--- config.mk ---
export PLATFORM = sky130hd
export DESIGN_NAME = dual_relocator
export DESIGN_NICKNAME = d
export VERILOG_FILES = /design/src/rtl/reloc_pkg.sv /design/src/rtl/reloc_regs.sv /design/src/rtl/reloc_xlate.sv /design/src/rtl/dual_relocator.sv
export SDC_FILE = /design/constraint.sdc
export NUM_CORES = 1
export LEC_CHECK = 0
export BUFFER_PORTS_ARGS = -buffer_cell sky130_fd_sc_hd__clkbuf_2
export CAP_MARGIN = 20
export CORE_AREA = 4 4 156 158
export DETAILED_ROUTE_END_ITERATION = 7
export DIE_AREA = 0 0 160 162
export PLACE_DENSITY_LB_ADDON = 0.25
export REMOVE_ABC_BUFFERS = 1
export SETUP_SLACK_MARGIN = 0.3
export SYNTH_ARGS = -nofsm -noshare
export SYNTH_HDL_FRONTEND = slang
export SYNTH_SLANG_ARGS = --single-unit
--- constraint.sdc ---
create_clock -name clk -period 6.2 [get_ports clk]
set_clock_uncertainty 0.1 [all_clocks]
set_input_delay 0.31 -clock clk [delete_from_list [all_inputs] [get_ports clk]]
set_output_delay 0.31 -clock clk [all_outputs]
set_load 0.02 [all_outputs]
--- src/rtl/reloc_pkg.sv ---
package reloc_pkg;

  typedef enum logic [1:0] {
    ACC_FETCH = 2'b00,
    ACC_READ  = 2'b01,
    ACC_WRITE = 2'b10,
    ACC_READ2 = 2'b11
  } acc_kind_e;

  typedef enum logic [1:0] {
    FLT_NONE   = 2'b00,
    FLT_LIMIT  = 2'b01,
    FLT_RDONLY = 2'b10,
    FLT_PRIV   = 2'b11
  } fault_e;

  localparam int unsigned NUM_WIN = 2;
  localparam int unsigned WIN_CODE = 0;
  localparam int unsigned WIN_DATA = 1;

endpackage

--- src/rtl/reloc_regs.sv ---
module reloc_regs
  import reloc_pkg::*;
#(
  parameter int unsigned AW = 32
) (
  input  logic          clk,
  input  logic          rst_n,
  input  logic          cfg_we,
  input  logic [1:0]    cfg_sel,
  input  logic          cfg_priv,
  input  logic [AW-1:0] cfg_data,
  output logic [AW-1:0] base_o  [NUM_WIN],
  output logic [AW-1:0] limit_o [NUM_WIN],
  output fault_e        cfg_fault_o
);

  logic wr_ok;
  assign wr_ok = cfg_we && cfg_priv;

  // cfg_sel[1] picks the window, cfg_sel[0] picks limit over base
  for (genvar w = 0; w < NUM_WIN; w++) begin : g_win
    localparam logic WSEL = (w == WIN_DATA);
    always_ff @(posedge clk) begin
      if (!rst_n) begin
        base_o[w]  <= '0;
        limit_o[w] <= '0;
      end else if (wr_ok && (cfg_sel[1] == WSEL)) begin
        if (cfg_sel[0]) limit_o[w] <= cfg_data;
        else            base_o[w]  <= cfg_data;
      end
    end
  end

  always_ff @(posedge clk) begin
    if (!rst_n)                    cfg_fault_o <= FLT_NONE;
    else if (cfg_we && !cfg_priv)  cfg_fault_o <= FLT_PRIV;
    else                           cfg_fault_o <= FLT_NONE;
  end

  // an unprivileged write leaves every register untouched and is flagged
  a_r2_unpriv_keeps_regs: assert property (@(posedge clk) disable iff (!rst_n)
    (cfg_we && !cfg_priv) |=> ($stable(base_o[0]) && $stable(limit_o[0]) &&
                               $stable(base_o[1]) && $stable(limit_o[1]) &&
                               cfg_fault_o == FLT_PRIV));

  // no unprivileged attempt means no flag
  a_r2_flag_only_on_attempt: assert property (@(posedge clk) disable iff (!rst_n)
    !(cfg_we && !cfg_priv) |=> (cfg_fault_o == FLT_NONE));

  // without a write strobe nothing moves
  a_r2_idle_stable: assert property (@(posedge clk) disable iff (!rst_n)
    !cfg_we |=> ($stable(base_o[0]) && $stable(limit_o[1])));

endmodule

--- src/rtl/reloc_xlate.sv ---
module reloc_xlate
  import reloc_pkg::*;
#(
  parameter int unsigned AW = 32
) (
  input  acc_kind_e     kind_i,
  input  logic          priv_i,
  input  logic [AW-1:0] addr_i,
  input  logic [AW-1:0] base_i  [NUM_WIN],
  input  logic [AW-1:0] limit_i [NUM_WIN],
  output logic [AW-1:0] phys_o,
  output fault_e        fault_o
);

  logic          use_data;
  logic [AW-1:0] sel_base;
  logic [AW-1:0] sel_limit;
  logic [AW-1:0] reloc;
  logic [AW-1:0] code_off;
  logic          in_limit;
  logic          hits_code;

  assign use_data  = (kind_i != ACC_FETCH);
  assign sel_base  = use_data ? base_i[WIN_DATA]  : base_i[WIN_CODE];
  assign sel_limit = use_data ? limit_i[WIN_DATA] : limit_i[WIN_CODE];
  assign reloc     = sel_base + addr_i;
  assign in_limit  = addr_i < sel_limit;
  // one wrap-safe compare decides membership of the code window
  assign code_off  = reloc - base_i[WIN_CODE];
  assign hits_code = code_off < limit_i[WIN_CODE];

  always_comb begin
    phys_o  = '0;
    fault_o = FLT_NONE;
    if (priv_i) begin
      phys_o = addr_i;
    end else if (!in_limit) begin
      fault_o = FLT_LIMIT;
    end else if (kind_i == ACC_WRITE && hits_code) begin
      fault_o = FLT_RDONLY;
    end else begin
      phys_o = reloc;
    end
  end

endmodule

--- src/rtl/dual_relocator.sv ---
module dual_relocator
  import reloc_pkg::*;
#(
  parameter int unsigned AW = 32
) (
  input  logic          clk,
  input  logic          rst_n,
  input  logic          req_valid,
  input  logic [1:0]    req_kind,
  input  logic          req_priv,
  input  logic [AW-1:0] req_addr,
  input  logic          cfg_we,
  input  logic [1:0]    cfg_sel,
  input  logic          cfg_priv,
  input  logic [AW-1:0] cfg_data,
  output logic          rsp_valid,
  output logic [AW-1:0] rsp_addr,
  output logic [1:0]    rsp_fault,
  output logic [1:0]    cfg_fault
);

  logic [AW-1:0] win_base  [NUM_WIN];
  logic [AW-1:0] win_limit [NUM_WIN];
  logic [AW-1:0] xl_phys;
  fault_e        xl_fault;
  fault_e        cfg_fault_e;

  reloc_regs #(.AW(AW)) u_regs (
    .clk         (clk),
    .rst_n       (rst_n),
    .cfg_we      (cfg_we),
    .cfg_sel     (cfg_sel),
    .cfg_priv    (cfg_priv),
    .cfg_data    (cfg_data),
    .base_o      (win_base),
    .limit_o     (win_limit),
    .cfg_fault_o (cfg_fault_e)
  );

  reloc_xlate #(.AW(AW)) u_xlate (
    .kind_i  (acc_kind_e'(req_kind)),
    .priv_i  (req_priv),
    .addr_i  (req_addr),
    .base_i  (win_base),
    .limit_i (win_limit),
    .phys_o  (xl_phys),
    .fault_o (xl_fault)
  );

  assign cfg_fault = cfg_fault_e;

  always_ff @(posedge clk) begin
    if (!rst_n) begin
      rsp_valid <= 1'b0;
      rsp_addr  <= '0;
      rsp_fault <= FLT_NONE;
    end else begin
      rsp_valid <= req_valid;
      rsp_addr  <= req_valid ? xl_phys : '0;
      rsp_fault <= req_valid ? xl_fault : FLT_NONE;
    end
  end

  // one result per request, exactly one cycle later
  a_r9_one_cycle: assert property (@(posedge clk) disable iff (!rst_n)
    req_valid |=> rsp_valid);
  a_r9_no_spurious: assert property (@(posedge clk) disable iff (!rst_n)
    !req_valid |=> !rsp_valid);

  // privileged requests pass through untouched
  a_r8_priv_bypass: assert property (@(posedge clk) disable iff (!rst_n)
    (req_valid && req_priv) |=> (rsp_fault == FLT_NONE && rsp_addr == $past(req_addr)));

  // only data writes may see the read-only fault
  a_r7_no_wp_on_read: assert property (@(posedge clk) disable iff (!rst_n)
    (req_valid && req_kind != ACC_WRITE) |=> (rsp_fault != FLT_RDONLY));

  // a faulted result never carries an address
  a_r5_fault_no_addr: assert property (@(posedge clk) disable iff (!rst_n)
    (rsp_valid && rsp_fault != FLT_NONE) |-> (rsp_addr == '0));

endmodule

## Word level (Yosys, flattened, before mapping)

Cells that the tools add are included.

| storage, ports and cells | value |
|---|---|
| bits in registers | 165 |
| bits in latches | 0 |
| RAM bits | 0 |
| memory bits (read-only) | 0 |
| word-level logic and storage cells | 41 |
| memories kept | 0 |

| operators by class | value |
|---|---|
| add/subtract/negate cells | 2 |
| multipliers | 0 |
| div/mod/pow operators | 0 |
| magnitude comparators | 2 |
| eq/ne operators | 1 |
| shift operators | 0 |
| mux-type cells | 8 |
| bitwise operators | 5 |
| reduce and logical (&&, ||, !) cells | 14 |

Operator list:

| kind | count |
|---|---|
| 32-bit 2-to-1 mux | 5 |
| 32-bit less-than comparator | 2 |
| 32-bit adder | 1 |
| 32-bit subtractor | 1 |
| 2-bit AND reduction | 5 |
| 1-bit logical AND | 5 |
| 1-bit NOT | 5 |
| 2-bit 2-to-1 mux | 2 |
| 4-bit OR reduction | 1 |
| 3-bit OR reduction | 1 |
| 2-bit == test, second input constant | 1 |
| 2-bit nonzero test | 1 |
| 1-bit logical NOT | 1 |
| 1-bit 2-to-1 mux | 1 |

## Logic depth before layout (Yosys ltp)

Gate-level depths: netlist of the first run.

| depth | value |
|---|---|
| word-level depth | 9 |
| depth in mapped cells | 32 |
| gate-level depth less buffers | 31 |

## Cells and area by module

A second synthesis of the first run with hierarchy kept.

| unflattened totals | value |
|---|---|
| cells, all modules | 1329 |
| area, all modules | 11666.2 µm² |

By module, submodules not included:

| module | times used | cells an instance | area an instance (µm²) |
|---|---|---|---|
| reloc_xlate | 1 | 799 | 5967.0 |
| reloc_regs | 1 | 454 | 4718.3 |
| dual_relocator | 1 | 76 | 980.9 |

## Worst setup path after synthesis of the first run

OpenSTA, ideal clock, no wires.

| timing | value |
|---|---|
| kind | input port to flip-flop |
| start | input req_kind[1] |
| end | register rsp_addr[19] |
| setup time | 0.128 ns |
| arrival | 6.111 ns |
| slack | -0.139 ns |
| stages on the path | 29 |
| path through | nor2_2 > clkbuf_1 > mux2_2 > ha_1 > a21o_1 > a31o_2 > a31o_2 > or2_2 > a211oi_1 > xnor2_1 > ha_1 > a21o_1 > a21oi_1 > nor2b_1 > o41ai_1 > o31ai_1 > a21o_1 > a21oi_1 > xnor2_1 > ha_1 > a21o_1 > a21o_1 > a21oi_1 > o2111ai_1 > a31oi_1 > nor3_4 > buf_6 > a22oi_1 > nor2_1 |

| between the ends | value |
|---|---|
| longest elaborated chain between the ends | 9 |
| elaborated cells on any way between the ends | 12 |
| those cells by class | add/sub: 2; order compare: 2; eq/ne: 1; mux: 5; reduce/logical: 2 |

Ends and longest elaborated chain:

| element | line | source |
|---|---|---|
| start: declaration | dual_relocator.sv:9 | `input logic [1:0] req_kind,` |
| 2-bit nonzero test | reloc_xlate.sv:23 | `assign use_data = (kind_i != ACC_FETCH);` |
| 32-bit 2-to-1 mux | reloc_xlate.sv:24 | `assign sel_base = use_data ? base_i[WIN_DATA] : base_i[WIN_CODE];` |
| 32-bit adder | reloc_xlate.sv:26 | `assign reloc = sel_base + addr_i;` |
| 32-bit subtractor | reloc_xlate.sv:29 | `assign code_off = reloc - base_i[WIN_CODE];` |
| 32-bit less-than comparator | reloc_xlate.sv:30 | `assign hits_code = code_off < limit_i[WIN_CODE];` |
| 1-bit logical AND | reloc_xlate.sv:39 | `end else if (kind_i == ACC_WRITE && hits_code) begin` |
| 32-bit 2-to-1 mux | reloc_xlate.sv:39 |  |
| 32-bit 2-to-1 mux * | reloc_xlate.sv:37 | `end else if (!in_limit) begin` |
| 32-bit 2-to-1 mux * | reloc_xlate.sv:35 | `if (priv_i) begin` |
| end signal: assignment | dual_relocator.sv:59 | `rsp_addr <= req_valid ? xl_phys : '0;` |
| end: declaration | dual_relocator.sv:17 | `output logic [AW-1:0] rsp_addr,` |

Mark *: on every way between the ends. The rest lies on a longest branch, timed or not.
A chain may end at the register's enable or synchronous reset.

## Final worst setup path of the first run

| timing | value |
|---|---|
| start | input req_kind[1] |
| end | register rsp_addr[15] |

Same word-level chain as after synthesis.

==> flow_summary.json, run 1 <==
{
  "status": "completed",
  "overflow": 0,
  "drive_above_1_share": 0.291,
  "drt-initial-drc-count": 730,
  "die_width_um": 160,
  "worst_pin_slew_ns": 1.15,
  "fill_cells": 1935,
  "cts_tree": "yes",
  "clockBufferDepth": 2,
  "critPathBufInv": 7,
  "path_max_fanout": 7,
  "reg2reg_to": "rsp_addr[15]",
  "ios": 111,
  "final_antenna_net_count": 0,
  "crit_required_ns": 6.42,
  "crit_slowest_cell": "o41ai_2",
  "die_h_um": 162,
  "reg2reg_setup_slack_ns": 0.11,
  "firstDrtPassIters": 5,
  "drt_wl_total_um": 36400,
  "ys_ff_latch": 164,
  "cp.depth": 34,
  "finalCoreUtilization": 0.646,
  "port_buffers": 110,
  "cp_common_cell": "a21o_1",
  "synthFlopType": "dfxtp_1",
  "grt_pass1_vias": 11200,
  "antenna_cells": 0,
  "cp-start-kind": "input port",
  "ys_seq_area_frac": 0.291,
  "synthXorXnorAreaFrac": 0.0419,
  "worstPathArrival_ns": 6.36,
  "grt_pass1_wl_um": 57700,
  "cts_root_buffer": "clkbuf_16",
  "p_total_mw": 3.23,
  "yosysUniqueCellTypes": 63,
  "min_period_over_period": 0.991,
  "critPathTopFamily": "compound AO/OA/AOI/OAI gates",
  "startpoint": "req_kind[1]",
  "async_flop_share": 0,
  "antenna_found_initial": 1,
  "ir_drop_v": 0.000171,
  "grt_max_degree": 71,
  "yosysWarnings": 0,
  "cts_inserted_buffers": 17,
  "vias_per_cell": 5.63,
  "yosys.area.top_type": "dfxtp_1",
  "powerDensity_nw_per_um2": 216,
  "finalSetupViolations": 0,
  "synth_compound_area_frac": 0.247,
  "finalHoldViolCount": 0,
  "syn-mean-instance-area_um2": 8.04,
  "synth_cells": 1406,
  "worst_slack_ns": 0.0554,
  "place_congestion": 0.937,
  "cts_htree_levels": 4,
  "grt_use_total": 0.274,
  "rr_startpoint": "u_regs.base_o[0]",
  "rows": 56,
  "slew_headroom": 0.234,
  "timing.fmax_mhz": 163,
  "dieArea_um2": 25900,
  "core_um2": 23100,
  "setup.worst_path.class": "input port to register",
  "muxShareOfSynthArea": 0.0601,
  "rsz0062_at_grt": "true",
  "synth_top_area_share": 0.291,
  "final_nets": 1883,
  "start_util": 0.489,
  "clk_pin_slew_ns": 0.07,
  "worstSetupEndpoint": "rsp_addr[15]",
  "r2r_cells": 33,
  "vias": 11200,
  "p_leak_nw": 6.18,
  "syn-cell-area_um2": 11300,
  "clkLatencyLatePin_ns": 0.44,
  "pre_cts_slack_ns": -0.765,
  "cpPeakStageDelay_ns": 0.34,
  "hp-class": "input port to register",
  "dp_hpwl_um": 25600,
  "timing.hold.ws_ns": 0.0402,
  "slew_viol_final": 0,
  "synthSimpleGateAreaFrac": 0.168,
  "wl_per_cell_um": 18.4,
  "synth_area_leaders": "dfxtp_1 (29%), ha_1 (14%), nand2_1 (10%)",
  "synthToLayoutAreaGrowth_pct": 32.2,
  "maxCapViolCount": 0,
  "synth_top_family_by_area": "compound AO/OA/AOI/OAI gates",
  "synth_adder_area_share": 0.142,
  "synth_edf_count": 0,
  "period_minus_slack_ns": 6.14,
  "clock-sinks": 164,
  "fin_tns_setup_ns": 0,
  "drc": 0,
  "endpoint_kind": "register"
}
sequential cells by signal, summed over array words and instances, names as in the netlist:
signal,count
rsp_valid,1
u_regs.base_o,64
rsp_fault,2
u_regs.cfg_fault_o,1
rsp_addr,32
u_regs.limit_o,64
timing repair:
| action | 4_1_cts | 5_1_grt |
|---|---|---|
| hold buffers | 2 | 0 |
| buffers inserted | 21 | 10 |
| gates cloned | 1 | 0 |
| setup endpoints to repair | 33 | 33 |
| pin swaps | 32 | 24 |
| endpoints found under the hold margin | 1 | 0 |
| resized for setup | 82 | 69 |
power by group:
part	switching [mW]	internal, mW	total, mW	leakage, nW
Sequential	0.0144	1.08	1.09	1.33
Combinational	0.507	0.447	0.955	4.55
Clock	0.483	0.693	1.18	0.303
cell families after synthesis:
| logic type | Yosys count |
|---|---|
| muxes | 64 |
| and+or+nand+nor | 451 |
| xor gates and xnor gates | 54 |
| adders and majority gates | 127 |
| AOI/OAI and AO/OA | 400 |
| buffers and inverters | 146 |
| DFF | 164 |
synthesized netlist by cell type (all sizes together), types with 4 or more instances:
cell type and instances:
mux2i 33, and3 11, o21ai 45, xor2 17
mux2 31, ha 125, inv 85, a21oi 74
nand2 304, or2 4, dfxtp 164, a22oi 30
clkbuf 56, nor2 68, nor4 5, buf 5
a21o 33, xnor2 37, a211oi 11, and2 5
a2111oi 4, nor3 12, nand3 8, o31ai 6
nand4 9, nor2b 10, a21boi 130, o211ai 10
a31oi 10, o21a 18, nand2b 5, o21bai 4
per-layer routing:
layer / GRT usage / wire length [um] / share of wire / vias to the layer above
li1: - / - / - / 5456
met1: 0.359 / 16300 / 0.45 / 5282
met2: 0.462 / 17000 / 0.47 / 358
met3: 0.0355 / 1990 / 0.055 / 73
met4: 0.102 / 1140 / 0.031 / 2
met5: 0 / 13 / 0.00036 / -
worst register-to-register path, delay by kind of cell, from the launching register on:
kind / cells / cell delay (ns)
AO/OA/AOI/OAI: 15 / 2.59
adder cells (fa/ha/maj): 4 / 1.08
buffers and inverters: 6 / 0.87
AND/OR/NAND/NOR: 5 / 0.55
flip-flops: 1 / 0.33
XOR/XNOR: 2 / 0.30
multiplexers: 1 / 0.15
metrics by stage:
step	cells	area, um^2
global placement	1919	13300
global route	1985	14900
CTS	1975	14500
finish	1985	14900
floorplan	1345	11000
detailed placement	1919	13300
worst min-delay path by stage:
stage	start	to	slack, ns	cells after the start
2_1_floorplan	cfg_priv	u_regs.cfg_fault_o[0]	0.28	1
3_3_place_gp	u_regs.limit_o[0]	u_regs.limit_o[0]	0.35	2
3_5_place_dp	u_regs.base_o[31]	u_regs.base_o[31]	0.36	2
4_1_cts	cfg_data[27]	u_regs.base_o[27]	0.03	3
5_1_grt	cfg_data[29]	u_regs.base_o[29]	0.04	3
6_report	cfg_data[27]	u_regs.base_o[27]	0.04	3
cell usage in the layout (no fill, tap or decap), drive strengths merged, types with 4 or more instances in the layout:
cell / instances
nand2: 304
buf: 208
dfxtp: 164
a21boi: 130
clkbuf: 127
ha: 125
inv: 89
a21oi: 74
nor2: 68
o21ai: 45
xnor2: 37
mux2i: 33
a21o: 33
mux2: 31
a22oi: 30
o21a: 18
xor2: 17
nor3: 12
and3: 11
a211oi: 11
o211ai: 10
nor2b: 10
a31oi: 10
nand4: 9
nand3: 8
o31ai: 6
nand2b: 5
and2: 5
nor4: 5
bufinv: 4
or2: 4
o21bai: 4
a2111oi: 4
cell type report:
type	instances	area, um^2	share of cell area
clock buffers	19	443	0.0296
clock inverters	13	198	0.0132
inverters	85	319	0.0214
multi-input cells	1096	8150	0.545
flip-flops and latches	164	3290	0.220
well taps	290	363	0.0243
repair buffers	318	2190	0.146
No activity file was read; power rests on OpenSTA's default activity.
==> inputs of run 2 (changes only) <==
- SETUP_SLACK_MARGIN: 0.3 -> 0.5
==> run 2 against run 1 <==
Compared with the run above: the run now ends with setup timing left; global-route usage up 1.4 points; first-iteration DRC count up 3.7%; maximum frequency down 1.7%; register-to-register slack got worse by 0.15 ns; count of clock-buffer cells in the layout unchanged; via count is 2.8% higher; non-clock buffer count rose by 28; clock power barely moved; wire length is 5.0% higher; sequential share of layout area fell by 0.42 points; critical path type unchanged; highest routed layer unchanged.
==> flow_summary.json, run 2 (same netlist as run 1, synthesis figures left out) <==
{
  "dp_hpwl_um": 25600,
  "final_antenna_net_count": 0,
  "cts_tree": "yes",
  "cts_htree_levels": 4,
  "p_leak_nw": 6.32,
  "critPathBufInv": 7,
  "antenna_cells": 0,
  "ir_drop_v": 0.000168,
  "dieArea_um2": 25900,
  "cp_common_cell": "buf_4",
  "drive_above_1_share": 0.304,
  "die_h_um": 162,
  "fill_cells": 1894,
  "grt_pass1_wl_um": 60600,
  "wl_per_cell_um": 19.0,
  "final_cell_mix": "nand2_1 (302), buf_4 (222), dfxtp_1 (162)",
  "start_util": 0.489,
  "p_switching_mw": 1.03,
  "clock-sinks": 164,
  "vias_per_cell": 5.71,
  "overflow": 0,
  "synthToLayoutAreaGrowth_pct": 34.8,
  "worstPathArrival_ns": 6.46,
  "cp-start-kind": "input port",
  "critPathTopFamily": "compound AO/OA/AOI/OAI gates",
  "drt-initial-drc-count": 757,
  "sw_frac_of_total": 0.315,
  "worst_pin_slew_ns": 1.27,
  "period_minus_slack_ns": 6.25,
  "setup.worst_path.class": "input port to register",
  "final_cells": 2013,
  "timing.fmax_mhz": 160,
  "place_congestion": 0.937,
  "cts_root_buffer": "clkbuf_16",
  "slew_headroom": 0.153,
  "stdcell_area_um2": 15200,
  "clkLatencyLatePin_ns": 0.45,
  "fin_tns_setup_ns": -0.434,
  "cpPeakStageDelay_ns": 0.40,
  "port_buffers": 110,
  "rsz0062_at_grt": "true",
  "crit_slowest_cell": "ha_1",
  "endpoint_kind": "register",
  "status": "finished, violations left",
  "grt_max_degree": 71,
  "clkPwrFrac": 0.360,
  "ios": 111,
  "drc": 0,
  "antenna_found_initial": 1,
  "rows": 56,
  "p_int_mw": 2.24,
  "seqPwrFrac": 0.334,
  "grt_pass1_vias": 11700,
  "place_inst": 1919,
  "layout_commonest_cell": "nand2_1",
  "die_width_um": 160,
  "maxCapViolCount": 0,
  "min_period_over_period": 1.01,
  "drt_wl_total_um": 38300,
  "crit_required_ns": 6.41,
  "powerDensity_nw_per_um2": 215,
  "reg_top3": "u_regs.base_o (64), u_regs.limit_o (64), rsp_addr (32)",
  "hp-class": "input port to register",
  "placed_cell_area_um2": 13300,
  "clk_pin_slew_ns": 0.07,
  "path_max_fanout": 7,
  "firstDrtPassIters": 5,
  "worst_slack_ns": -0.0519,
  "core_um2": 23100,
  "finalHoldViolCount": 0,
  "p_total_mw": 3.27,
  "final_nets": 1911,
  "clockBufferDepth": 2,
  "grt_use_total": 0.287,
  "violations": "setup timing",
  "pwr-share-comb": 0.306,
  "vias": 11500,
  "cts_inserted_buffers": 17,
  "slew_viol_final": 0,
  "finalSetupViolations": 14
}
run 2: changes by cell type in the layout (fill, tap and decap cells not counted), sizes merged:
cell,before,now
buf,208,235
clkbuf,127,128
run 2: cell type report:
type	instances	area [um^2]	area share
repair buffers	346	2430	0.159
clock buffers	19	443	0.0291
flip-flops and latches	164	3290	0.216
well taps	290	363	0.0238
clock inverters	13	198	0.0130
multi-input cells	1096	8200	0.538
inverters	85	319	0.0209
run 2: worst min-delay path, stage by stage:
cell      delay [ns]
clkbuf_2        0.11
nand2_1         0.05
a21boi_0        0.06
run 2: timing repair:
| item | 4_1_cts | 5_1_grt |
|---|---|---|
| buffers inserted | 54 | 5 |
| hold buffers | 2 | 0 |
| gates cloned | 0 | 1 |
| endpoints found under the hold margin | 1 | 0 |
| setup endpoints to repair | 33 | 33 |
| pin swaps | 49 | 27 |
| gates resized for setup | 128 | 36 |
run 2: metal layers:
metal / vias up / GRT usage / wire length [um] / part of all wire
li1: 5509 / - / - / -
met1: 5408 / 0.361 / 16400 / 0.43
met2: 460 / 0.495 / 18000 / 0.47
met3: 109 / 0.0431 / 2510 / 0.065
met4: 2 / 0.118 / 1390 / 0.036
met5: - / 0 / 10 / 0.00026
run 2: worst paths after layout:
check	to	cells after the start	slack (ns)	startpoint
setup / recovery	rsp_addr[24]	36	-0.05	req_kind[1]
hold / removal	u_regs.base_o[55]	3	0.03	cfg_data[23]
setup reg to reg	rsp_addr[24]	35	-0.04	u_regs.base_o[0]
hold reg to reg	u_regs.base_o[25]	2	0.37	u_regs.base_o[25]
run 2: per-stage QoR:
step	worst slack, ns	hold WS [ns]	utilization
after floorplan	-1.71	0.282	-
after global placement	-0.865	0.349	0.575
after detailed placement	-0.765	0.357	0.575
after CTS	0.417	0.0347	0.650
after global routing	-0.262	0.0402	0.659
final	-0.0519	0.0313	0.659
run 2: power by group through the flow:
stage	Combinational, mW	Clock (mW)	Sequential [mW]
2_1_floorplan	0.463	0	1.13
3_3_place_gp	0.793	0	1.12
3_5_place_dp	0.809	0	1.12
4_1_cts	0.924	1.19	1.09
5_1_grt	1.08	1.23	1.10
6_report	1.00	1.18	1.09
==> inputs of run 3 (changes only) <==
- CORE_AREA: 4 4 156 158 -> 4 4 158 160
- DIE_AREA: 0 0 160 162 -> 0 0 162 164
- SYNTH_HIERARCHICAL: unset -> 1
==> run 3 against run 2 <==
Compared with the run above: the run still ends with setup timing left; wire length down 6.4%; clock power about the same; total power down 0.26%; synthesized area up 3.2%; maximum frequency down 2.7%; non-clock buffer count up 32; register-to-register slack worse by 0.17 ns; highest routed layer is now met4.
==> flow_summary.json, run 3 <==
{
  "p_total_mw": 3.27,
  "placed_cell_area_um2": 14100,
  "crit_slowest_cell": "or3_4",
  "antenna_found_initial": 0,
  "final_cells": 1994,
  "endpoint_kind": "register",
  "setup.worst_path.class": "input port to register",
  "final_antenna_net_count": 0,
  "synthSimpleGateAreaFrac": 0.150,
  "p_int_mw": 2.24,
  "worstPathArrival_ns": 6.71,
  "finalSetupViolations": 32,
  "overflow": 0,
  "fill_cells": 1939,
  "muxShareOfSynthArea": 0.169,
  "wl_per_cell_um": 18.0,
  "period_minus_slack_ns": 6.42,
  "synth_adder_area_share": 0.137,
  "cp.depth": 32,
  "die_width_um": 162,
  "synth_area_leaders": "dfxtp_1 (28%), mux2i_1 (14%), ha_1 (13%)",
  "ios": 111,
  "p_leak_nw": 7.37,
  "clkPwrFrac": 0.353,
  "dp_hpwl_um": 25200,
  "hold_buffers": 0,
  "yosys.area.top_type": "dfxtp_1",
  "holdPathStages": 3,
  "r2r_cells": 30,
  "cpPeakStageDelay_ns": 0.43,
  "critPathTopFamily": "compound AO/OA/AOI/OAI gates",
  "vias": 11100,
  "clkLatencyLatePin_ns": 0.44,
  "timing.fmax_mhz": 156,
  "stdcell_area_um2": 15500,
  "drt_wl_total_um": 35800,
  "synth_cells": 1329,
  "firstDrtPassIters": 5,
  "drc": 0,
  "syn-cell-area_um2": 11700,
  "grt_use_total": 0.263,
  "final_nets": 1863,
  "path_max_fanout": 8,
  "ir_drop_v": 0.000148,
  "die_h_um": 164,
  "yosys-top-cells-count": "nand2_1 (200), dfxtp_1 (164), mux2i_1 (162)",
  "p_switching_mw": 1.03,
  "slew_viol_final": 0,
  "place_congestion": 0.942,
  "reg_top3": "u_regs/base_o (64), u_regs/limit_o (64), rsp_addr (32)",
  "min_period_over_period": 1.04,
  "crit_required_ns": 6.49,
  "async_flop_share": 0,
  "dieArea_um2": 26600,
  "core_um2": 23400,
  "syn-mean-instance-area_um2": 8.78,
  "antenna_cells": 0,
  "synthFlopType": "dfxtp_1",
  "violations": "setup timing",
  "critPathBufInv": 9,
  "drive_above_1_share": 0.320,
  "cts_tree": "yes",
  "synth_top_family_by_area": "multiplexers",
  "clk_pin_slew_ns": 0.07,
  "place_inst": 1923,
  "cp-start-kind": "input port",
  "pwr-share-comb": 0.311,
  "cts_root_buffer": "clkbuf_16",
  "synth.most_common_cell": "nand2_1",
  "grt_max_degree": 104,
  "yosysUniqueCellTypes": 74,
  "start_util": 0.499,
  "layout_commonest_cell": "buf_4",
  "rsz0062_at_grt": "true",
  "grt_pass1_vias": 11000,
  "cts_inserted_buffers": 17,
  "synthXorXnorAreaFrac": 0.0428,
  "synthToLayoutAreaGrowth_pct": 32.8,
  "maxCapViolCount": 0,
  "clockBufferDepth": 2,
  "clock-sinks": 164,
  "ys_ff_latch": 164,
  "cp_common_cell": "buf_4",
  "seqPwrFrac": 0.335,
  "yosysWarnings": 6,
  "powerDensity_nw_per_um2": 211,
  "port_buffers": 110,
  "synth_compound_area_frac": 0.166,
  "finalHoldViolCount": 0,
  "ys_seq_area_frac": 0.281,
  "slew_headroom": 0.324,
  "grt_pass1_wl_um": 56200,
  "worst_slack_ns": -0.223,
  "worst_pin_slew_ns": 1.01,
  "vias_per_cell": 5.58,
  "rows": 56,
  "hp-class": "input port to register",
  "synth_top_area_share": 0.281,
  "drt-initial-drc-count": 708,
  "sw_frac_of_total": 0.314,
  "final_cell_mix": "buf_4 (254), nand2_1 (200), dfxtp_1 (164)",
  "status": "finished, violations left",
  "cts_htree_levels": 4,
  "synth_edf_count": 0
}
## run 3: what timing repair did
item | CTS | global route
resized for setup | 65 | 20
pin swaps | 50 | 40
endpoints found under the setup margin | 33 | 33
setup buffers | 23 | 12
cloned | 1 | 3
## run 3: worst paths after layout
| kind | from | endpoint | slack, ns |
|---|---|---|---|
| max | req_kind[1] | rsp_addr[26] | -0.22 |
| min | cfg_data[31] | u_regs/base_o[31] | 0.08 |
| max reg2reg | u_regs/base_o[0] | rsp_addr[26] | -0.21 |
| min reg2reg | u_regs/base_o[4] | u_regs/base_o[4] | 0.36 |
## run 3: cell families (layout without fill, tap and decap cells)
logic type | after synthesis | count (layout)
flops | 164 | 164
fa+ha+maj | 127 | 127
xor+xnor | 57 | 57
simple gates | 369 | 369
compound gates | 276 | 276
buf+inv | 143 | 489
mux | 193 | 193
## run 3: layout make-up
cell class              count  area (um^2)  share of cell area
clock inverters            14          194              0.0125
flip-flops and latches    164         3280               0.212
repair buffers            378         2720               0.176
well taps                 319          399              0.0258
inverters                  79          297              0.0191
clock buffers              18          439              0.0284
multi-input cells        1022         8150               0.526
## run 3: routing by layer
| layer | wire, um | track usage | share of wire |
|---|---|---|---|
| met1 | 16000 | 0.337 | 0.45 |
| met2 | 17000 | 0.447 | 0.48 |
| met3 | 1620 | 0.0419 | 0.045 |
| met4 | 1210 | 0.102 | 0.034 |
| met5 | 0 | 0 | 0 |
## run 3: worst min-delay path, stage by stage
cell and delay (ns):
clkbuf_2 0.08, nand2_1 0.10, mux2i_1 0.08
## run 3: per-stage QoR
stage / utilization / hold WS (ns) / worst slack (ns) / setup TNS, ns
5_1_grt: 0.662 / 0.0969 / -0.574 / -18.02
2_1_floorplan: - / 0.332 / -2.63 / -85.53
6_report: 0.662 / 0.0754 / -0.223 / -6.25
3_5_place_dp: 0.601 / 0.352 / -0.974 / -30.81
4_1_cts: 0.651 / 0.0648 / -0.00576 / -0.00576
3_3_place_gp: 0.601 / 0.344 / -0.784 / -24.79
## run 3: power by group through the flow
| stage | combinational, mW | sequential (mW) | clock, mW |
|---|---|---|---|
| 3_5_place_dp | 0.906 | 1.12 | 0 |
| 3_3_place_gp | 0.890 | 1.12 | 0 |
| 6_report | 1.02 | 1.10 | 1.15 |
| 4_1_cts | 0.970 | 1.09 | 1.17 |
| 5_1_grt | 1.11 | 1.10 | 1.21 |
| 2_1_floorplan | 0.504 | 1.13 | 0 |
